**src/rtl/adc_poll_pkg.sv**
```systemverilog
package adc_poll_pkg;

  typedef enum logic [1:0] {
    POLL_IDLE = 2'd0,
    POLL_ADDR = 2'd1,
    POLL_DATA = 2'd2
  } poll_state_e;

  localparam logic [1:0] RESP_OKAY = 2'b00;

  function automatic logic resp_is_ok(input logic [1:0] resp);
    return resp == RESP_OKAY;
  endfunction

  function automatic poll_state_e next_after_read(input logic enable);
    return enable ? POLL_ADDR : POLL_IDLE;
  endfunction

endpackage

```
**src/rtl/adc_poll_fsm.sv**
```systemverilog
module adc_poll_fsm
  import adc_poll_pkg::*;
#(
  parameter int unsigned ADDR_W = 32,
  parameter logic [ADDR_W-1:0] RESULT_ADDR = '0
) (
  input  logic              clk,
  input  logic              rst_n,
  input  logic              cfg_done,
  input  logic              arready,
  input  logic              rvalid,
  output logic              arvalid,
  output logic [ADDR_W-1:0] araddr,
  output logic              rready,
  output logic              rd_done
);

  poll_state_e state_q, state_d;
  logic        ar_fire;

  assign arvalid = (state_q == POLL_ADDR);
  assign rready  = (state_q == POLL_DATA);
  assign araddr  = RESULT_ADDR;
  assign ar_fire = arvalid && arready;
  assign rd_done = rready && rvalid;

  always_comb begin
    state_d = state_q;
    unique case (state_q)
      POLL_IDLE: if (cfg_done) state_d = POLL_ADDR;
      POLL_ADDR: if (ar_fire)  state_d = POLL_DATA;
      POLL_DATA: if (rd_done)  state_d = next_after_read(cfg_done);
      default:                 state_d = POLL_IDLE;
    endcase
  end

  always_ff @(posedge clk) begin
    if (!rst_n) state_q <= POLL_IDLE;
    else        state_q <= state_d;
  end


  idle_gate_chk: assert property (@(posedge clk) disable iff (!rst_n)
    (!arvalid && !cfg_done) |=> !arvalid);


  ar_hold_chk: assert property (@(posedge clk) disable iff (!rst_n)
    (arvalid && !arready) |=> (arvalid && $stable(araddr)));


  r_hold_chk: assert property (@(posedge clk) disable iff (!rst_n)
    (rready && !rvalid) |=> rready);


  no_overlap_chk: assert property (@(posedge clk) disable iff (!rst_n)
    !(arvalid && rready));


  back_to_back_chk: assert property (@(posedge clk) disable iff (!rst_n)
    (rd_done && cfg_done) |=> arvalid);


  drop_idle_chk: assert property (@(posedge clk) disable iff (!rst_n)
    (rd_done && !cfg_done) |=> (!arvalid && !rready));

endmodule

```
**src/rtl/adc_sample_capture.sv**
```systemverilog
module adc_sample_capture
  import adc_poll_pkg::*;
#(
  parameter int unsigned DATA_W     = 32,
  parameter int unsigned SAMPLE_W   = 12,
  parameter int unsigned SAMPLE_LSB = 4
) (
  input  logic                clk,
  input  logic                rst_n,
  input  logic                rd_done,
  input  logic [DATA_W-1:0]   rdata,
  input  logic [1:0]          rresp,
  output logic [SAMPLE_W-1:0] sample,
  output logic                sample_vld,
  output logic                rd_err
);

  localparam int unsigned SAMPLE_MSB = SAMPLE_LSB + SAMPLE_W - 1;

  logic                rd_ok;
  logic [SAMPLE_W-1:0] field;

  assign rd_ok  = rd_done &&  resp_is_ok(rresp);
  assign rd_err = rd_done && !resp_is_ok(rresp);
  assign field  = rdata[SAMPLE_MSB:SAMPLE_LSB];

  always_ff @(posedge clk) begin
    if (!rst_n) begin
      sample     <= '0;
      sample_vld <= 1'b0;
    end else begin
      sample_vld <= rd_ok;
      if (rd_ok) sample <= field;
    end
  end


  vld_pulse_chk: assert property (@(posedge clk) disable iff (!rst_n)
    sample_vld |=> !sample_vld);


  err_hold_chk: assert property (@(posedge clk) disable iff (!rst_n)
    rd_err |=> ($stable(sample) && !sample_vld));

endmodule

```
**src/rtl/adc_err_counter.sv**
```systemverilog
module adc_err_counter #(
  parameter int unsigned ERR_W = 8
) (
  input  logic             clk,
  input  logic             rst_n,
  input  logic             rd_err,
  output logic [ERR_W-1:0] err_cnt
);

  localparam logic [ERR_W-1:0] ERR_MAX = '1;

  function automatic logic [ERR_W-1:0] sat_inc(input logic [ERR_W-1:0] v);
    return (v == ERR_MAX) ? v : v + 1'b1;
  endfunction

  always_ff @(posedge clk) begin
    if (!rst_n)      err_cnt <= '0;
    else if (rd_err) err_cnt <= sat_inc(err_cnt);
  end


  err_inc_chk: assert property (@(posedge clk) disable iff (!rst_n)
    (rd_err && err_cnt != ERR_MAX) |=> (err_cnt == $past(err_cnt) + 1'b1));


  err_sat_chk: assert property (@(posedge clk) disable iff (!rst_n)
    (err_cnt == ERR_MAX) |=> (err_cnt == ERR_MAX));

endmodule

```
**src/rtl/adc_poll_master.sv**
```systemverilog
module adc_poll_master #(
  parameter int unsigned ADDR_W     = 32,
  parameter int unsigned DATA_W     = 32,
  parameter int unsigned SAMPLE_W   = 12,
  parameter int unsigned SAMPLE_LSB = 4,
  parameter int unsigned ERR_W      = 8,
  parameter logic [ADDR_W-1:0] RESULT_ADDR = 32'h4000_0200
) (
  input  logic                clk,
  input  logic                rst_n,
  input  logic                cfg_done,
  output logic [ADDR_W-1:0]   m_araddr,
  output logic [2:0]          m_arprot,
  output logic                m_arvalid,
  input  logic                m_arready,
  input  logic [DATA_W-1:0]   m_rdata,
  input  logic [1:0]          m_rresp,
  input  logic                m_rvalid,
  output logic                m_rready,
  output logic [ADDR_W-1:0]   m_awaddr,
  output logic [2:0]          m_awprot,
  output logic                m_awvalid,
  output logic [DATA_W-1:0]   m_wdata,
  output logic [DATA_W/8-1:0] m_wstrb,
  output logic                m_wvalid,
  output logic                m_bready,
  output logic [SAMPLE_W-1:0] sample,
  output logic                sample_vld,
  output logic [ERR_W-1:0]    err_cnt
);

  logic rd_done;
  logic rd_err;

  // write side never used
  assign m_awaddr  = '0;
  assign m_awprot  = 3'b000;
  assign m_awvalid = 1'b0;
  assign m_wdata   = '0;
  assign m_wstrb   = '0;
  assign m_wvalid  = 1'b0;
  assign m_bready  = 1'b1;
  assign m_arprot  = 3'b000;

  adc_poll_fsm #(
    .ADDR_W      (ADDR_W),
    .RESULT_ADDR (RESULT_ADDR)
  ) i_fsm (
    .clk      (clk),
    .rst_n    (rst_n),
    .cfg_done (cfg_done),
    .arready  (m_arready),
    .rvalid   (m_rvalid),
    .arvalid  (m_arvalid),
    .araddr   (m_araddr),
    .rready   (m_rready),
    .rd_done  (rd_done)
  );

  adc_sample_capture #(
    .DATA_W     (DATA_W),
    .SAMPLE_W   (SAMPLE_W),
    .SAMPLE_LSB (SAMPLE_LSB)
  ) i_capture (
    .clk        (clk),
    .rst_n      (rst_n),
    .rd_done    (rd_done),
    .rdata      (m_rdata),
    .rresp      (m_rresp),
    .sample     (sample),
    .sample_vld (sample_vld),
    .rd_err     (rd_err)
  );

  adc_err_counter #(
    .ERR_W (ERR_W)
  ) i_errs (
    .clk     (clk),
    .rst_n   (rst_n),
    .rd_err  (rd_err),
    .err_cnt (err_cnt)
  );

endmodule

```
**config.mk**
```make
export PLATFORM = sky130hd
export DESIGN_NAME = adc_poll_master
export DESIGN_NICKNAME = d
export VERILOG_FILES = /design/src/rtl/adc_poll_pkg.sv /design/src/rtl/adc_poll_fsm.sv /design/src/rtl/adc_sample_capture.sv /design/src/rtl/adc_err_counter.sv /design/src/rtl/adc_poll_master.sv
export SDC_FILE = /design/constraint.sdc
export NUM_CORES = 1
export LEC_CHECK = 0
export BUFFER_PORTS_ARGS = -buffer_cell sky130_fd_sc_hd__buf_4
export CAP_MARGIN = 20
export CORE_MARGIN = 10
export CORE_UTILIZATION = 33
export DETAILED_ROUTE_END_ITERATION = 7
export PLACE_DENSITY = 0.77
export SLEW_MARGIN = 20
export SYNTH_ARGS = -nofsm -noshare
export SYNTH_HDL_FRONTEND = slang
export SYNTH_SLANG_ARGS = --single-unit
export TNS_END_PERCENT = 5
```
**constraint.sdc**
```tcl
create_clock -name clk -period 1.75 [get_ports clk]
set_input_delay 0.35 -clock clk [delete_from_list [all_inputs] [get_ports clk]]
set_output_delay 0.35 -clock clk [all_outputs]
set_load 0.02 [all_outputs]
```
Yosys cells after proc, flatten, opt, wreduce, memory -nomap -nowiden
Cells that the tools add are included.
{"block": "totals", "register_bits": 23, "input_bits": 39, "out_inout_bits": 132, "wordCells": 26}
{"block": "classes", "n_addsub": 1, "eq_ne": 6, "mux": 5, "bitwise": 1, "reduce_logical": 9}
{"op": "adder 8 x 1 -> 8 bit, second input constant", "n": 1}
{"op": "equality test 8 bit, second input constant", "n": 1}
{"op": "two-way mux 2 bit", "n": 3}
{"op": "one-hot mux 2 bit (3 select lines)", "n": 1}
{"op": "logical AND 1 bit", "n": 4}
{"op": "logical NOT 2 bit", "n": 2}
{"op": "inequality test 2 bit, second input constant", "n": 2}
{"op": "AND reduction 3 bit", "n": 1}
{"op": "equality test 2 x 1 -> 1 bit, second input constant", "n": 1}
{"op": "equality test 2 bit, second input constant", "n": 1}
{"op": "inequality test 2 x 1 -> 1 bit, second input constant", "n": 1}
{"op": "AND reduction 2 bit", "n": 1}
{"op": "logical NOT 1 bit", "n": 1}
{"op": "two-way mux 1 bit", "n": 1}
{"op": "NOT 1 bit", "n": 1}

Longest topological paths before layout
{"block": "depth", "ltp_word": 4, "depth_mapped": 6, "mapped_depth_nobuf": 5}

Cells and area by module
From an unflattened synthesis, not the netlist that was laid out.
{"block": "hier_totals", "cells_unflattened": 226, "hier_area_um2": 1915.6}
{"module": "adc_poll_master", "instances": 1, "cells_per_inst": 79, "area_each_um2": 585.6, "seq_area_each_um2": 0.0}
{"module": "adc_sample_capture", "instances": 1, "cells_per_inst": 56, "area_each_um2": 533.0, "seq_area_each_um2": 260.2}
{"module": "adc_err_counter", "instances": 1, "cells_per_inst": 46, "area_each_um2": 437.9, "seq_area_each_um2": 160.2}
{"module": "adc_poll_fsm", "instances": 1, "cells_per_inst": 45, "area_each_um2": 359.1, "seq_area_each_um2": 40.0}

Least setup slack after synthesis
No wires, ideal clock.
{"block": "synth_path", "kind": "reg-to-reg", "startpoint": "register i_errs.err_cnt[0]", "endpoint": "register i_errs.err_cnt[5]", "setup_time_ps": 71, "t_arrival_ps": 1867, "required_ps": 1679, "path_slack_ps": -188, "path_stages_with_launch": 7, "n_path_buf": 1, "synth_period_minus_slack_ps": 1938, "path_cell_list": "dfxtp_1 > ha_1 > and4_1 > a211o_1 > buf_6 > or4_1 > a21oi_1"}
{"block": "synth_via", "elab_chain_len": 3, "word_cells_on_any_way": 4, "cone_classes": "add/sub: 1; eq/ne: 1; bitwise: 1; reduce/logical: 1"}
{"element": "from (decl)", "line": "adc_err_counter.sv:7", "source": "output logic [ERR_W-1:0] err_cnt"}
{"element": "from (signal assigned)", "line": "adc_err_counter.sv:18", "source": "else if (rd_err) err_cnt <= sat_inc(err_cnt);"}
{"element": "branches (longest 3 deep; another with adder 8 x 1 -> 8 bit)"}
Parallel ways; which one is timed is not known.
A chain may end at the register's enable or synchronous reset.

Worst setup path after layout
{"block": "layout_path", "startpoint": "register i_errs.err_cnt[1]", "endpoint": "register i_errs.err_cnt[3]"}
The elaborated chain is that of the path after synthesis.

==> flow_summary_export.csv <==
group,metric,value,unit
status,status,"finished, violations left",
status,violations,"negative setup slack",
critical_path,worstPathRequired,1960,ps
power_and_ir_drop,switchingPower,0.433,mW
final_layout,nFillCells,553,
place,placed_cells,323,
sta,finalClockSkew,1.35,ps
place,dp_hpwl,3.62,mm
clock_tree,cts_tree,"done",
die,ios,171,
clock_tree,htree_levels,1,
clock_tree,cts_hold_buf,0,
routing,num_vias,1174,
critical_path,arrival,1970,ps
critical_path,slowest_stage,"or3_2",
routing,drc,0,
synth,synth.area.mux_share,0.0734,
synth,synth_xor_xnor_area_share,0.00494,
final_layout,stdcell_area,1880,um^2
final_layout,multi_input_area,897,um^2
final_layout,instances_no_fill,330,
die,num_rows,26,
synth,async_flop_share,0,
grt,antenna_found_initial,0,
synth,synth_area_leaders,"buf_4, dfxtp_1, mux2i_1",
die,die_w,93.3,um
grt,grt_pass1_vias,1223,
die,initial_core_util,0.343,
sta,report.final.slew_viol_count,0,
sta,setup_viol,2,
final_layout,nets,301,
synth,synth_edf_count,0,
synth,yosysWarningCount,0,
power_and_ir_drop,p_leak,1.06,nW
clock_tree,cts_root_buffer,"clkbuf_8",
final_layout,final_layout_size_suffix_gt1_frac,0.246,
critical_path,worst-path-buf-inv,0,
sta,hold_viol_final,0,
clock_tree,cts_sinks,23,
grt,grt_start_max_net_pins,15,
synth,synth_top_family_by_area,"buffers and inverters",
synth,syn_area,1770,um^2
die,core_area,5170,um^2
clock_tree,clk_path_buf_depth,2,
synth,synth_simple_gate_area_frac,0.125,
grt,track_usage,0.0809,
critical_path,critical_path.max_fanout,8,
synth,synth_seq_cells,23,
critical_path,rr_worst_depth,5,
sta,worst_slack,-12.9,ps
critical_path,critPathLaunchType,"register",
sta,max_clock_freq,567,MHz
critical_path,critical_path.endpoint_type,"register",
power_and_ir_drop,combPwrFrac,0.254,
critical_path,cp_num_cells,5,
grt,grt_first_pass_wirelength,5.91,mm
place,io_buffers,41,
synth,synthAdderAreaFrac,0.00706,
routing,drtAntennaViolNets,0,
power_and_ir_drop,switching_share,0.373,
synth,synth_commonest_cells,"buf_4, dfxtp_1, nor2_1",
synth,synth_ff_type,"dfxtp_1",
routing,wl_per_cell,12.5,um
power_and_ir_drop,seqPwrFrac,0.456,
final_layout,diodes,0,
sta,final.setup.tns,-15.2,ps
final_layout,area_growth,5.93,%
sta,rsz0062_at_grt,"yes",
synth,netlist-cell-type-count,29,
synth,syn_avg_cell_area,8.32,um^2
die,dieArea,8700,um^2
routing,avgViaCountPerCell,3.56,
place,post_dp_cell_area,1790,um^2
routing,drt_iter0_markers,6,
routing,totalWireLength,4.12,mm
place,gp_congestion,0.776,
power_and_ir_drop,clkPwrFrac,0.290,
run,cap_violations,0,
sta,period_minus_slack,1760,ps
clock_tree,cts_buffers,3,
hold_path,hp-class,"primary input to register",
synth,syn_inst,213,
power_and_ir_drop,ir_drop,0.416,mV
synth,yosysTopAreaCell,"buf_4",
sta,period_share,1.01,
synth,synth_compound_area_frac,0.0445,
routing,dr.pass1.iters,3,
grt,grt_overflow,0,
critical_path,worstSetupPathType,"register to register",
synth,yosys.cell_count.top_type,"buf_4",
clock_tree,insertion_delay,270,ps
critical_path,cp_top_family,"simple AND/OR/NAND/NOR gates",
synth,seq_area_frac_synth,0.260,
critical_path,path_cells,"ha_4, and4_1, a211o_4, or3_2, a21oi_2",
final_layout,regArea,468,um^2
clock_tree,clk_pin_slew,80,ps
power_and_ir_drop,p_int,0.727,mW
power_and_ir_drop,p_per_area,617,nW/um^2
synth,yosysTopAreaCellShare,0.462,
critical_path,slowest_delay,470,ps
die,die_y,93.3,um
hold_path,whs_path_depth,3,
routing by layer:
layer  vias to the layer above  part of all wire  GRT usage
met5                         -                 0          0
met4                         0            0.0066     0.0193
met3                         2              0.20     0.0560
met2                        82              0.52      0.156
met1                       526              0.27     0.0638
li1                        564                 -          -
placed cells by master (no fill, tap or decap):
cell type  count
a211o_4        1
a211oi_1       1
a21oi_1        3
a21oi_2        3
and3_1         1
and4_1         1
buf_4         49
clkbuf_8       3
clkinv_2       1
conb_1       109
dfxtp_1       21
dfxtp_4        2
ha_4           1
inv_1          3
mux2i_1       13
nand2_1        4
nand2b_1       1
nand3_1        5
nand3b_1       1
nand4_1        2
nor2_1        19
nor2b_1        3
nor3b_1        1
nor4_1         2
o211a_1        1
o21ai_0        3
o31ai_1        1
or3_2          3
or4_4          1
xor2_1         1
power by group through the flow:
stage | Clock, mW | Combinational, mW | Sequential [mW]
after global routing | 0.369 | 0.315 | 0.529
after global placement | 0 | 0.276 | 0.541
after floorplan | 0 | 0.417 | 0.543
after detailed placement | 0 | 0.278 | 0.541
final | 0.336 | 0.295 | 0.528
after CTS | 0.351 | 0.278 | 0.529
state kept, by name, summed over array words and instances (netlist names):
signal,cells
i_capture.sample_vld,1
i_errs.err_cnt,8
i_fsm.state_q,2
i_capture.sample,12
stage by stage:
step           hold WS, ps  utilization  total power, mW  setup slack (ps)
6_report               310        0.363             1.16             -12.9
5_1_grt                311        0.363             1.21             -62.0
4_1_cts                307        0.354             1.16              5.15
3_3_place_gp           476        0.345            0.816              64.8
3_5_place_dp           485        0.345            0.819              30.2
2_1_floorplan          483            -            0.960              8.42
worst reg2reg max path: stages (launching register included):
cell and delay [ps]:
dfxtp_4 360, ha_4 160, and4_1 200, a211o_4 370, or3_2 470, a21oi_2 140
area by class of cell:
type / count / share of cell area
multi-input combinational: 181 / 0.478
sequential: 23 / 0.249
timing repair buffer: 49 / 0.196
tap: 70 / 0.0466
clock buffer: 3 / 0.0220
inverter: 3 / 0.00600
clock inverter: 1 / 0.00266
cell families (layout without fill, tap and decap cells):
logic type	count (synthesis)	in the layout
flip-flops	23	23
AO/OA/AOI/OAI	13	13
multiplexers	13	13
buffers and inverters	116	56
XOR/XNOR	1	1
adder cells (fa/ha/maj)	1	1
AND/OR/NAND/NOR	44	44
other	2	109
path summary, 6_finish.rpt:
path	slack [ps]	end	start
min	310	i_capture.sample[0]$_SDFFE_PN0P_	m_rdata[4]
max reg2reg	-10	i_errs.err_cnt[3]$_SDFFE_PN0P_	i_errs.err_cnt[1]$_SDFFE_PN0P_
max	-10	i_errs.err_cnt[3]$_SDFFE_PN0P_	i_errs.err_cnt[1]$_SDFFE_PN0P_
min reg2reg	500	i_capture.sample[4]$_SDFFE_PN0P_	i_capture.sample[4]$_SDFFE_PN0P_
repair_timing:
| item | 4_1_cts | 5_1_grt |
|---|---|---|
| endpoints found under the setup margin | 0 | 4 |
| gates resized for setup | 0 | 5 |
| endpoints found under the hold margin | 0 | 0 |
| setup buffers | 0 | 3 |
Power figures use the tool's default switching activity.
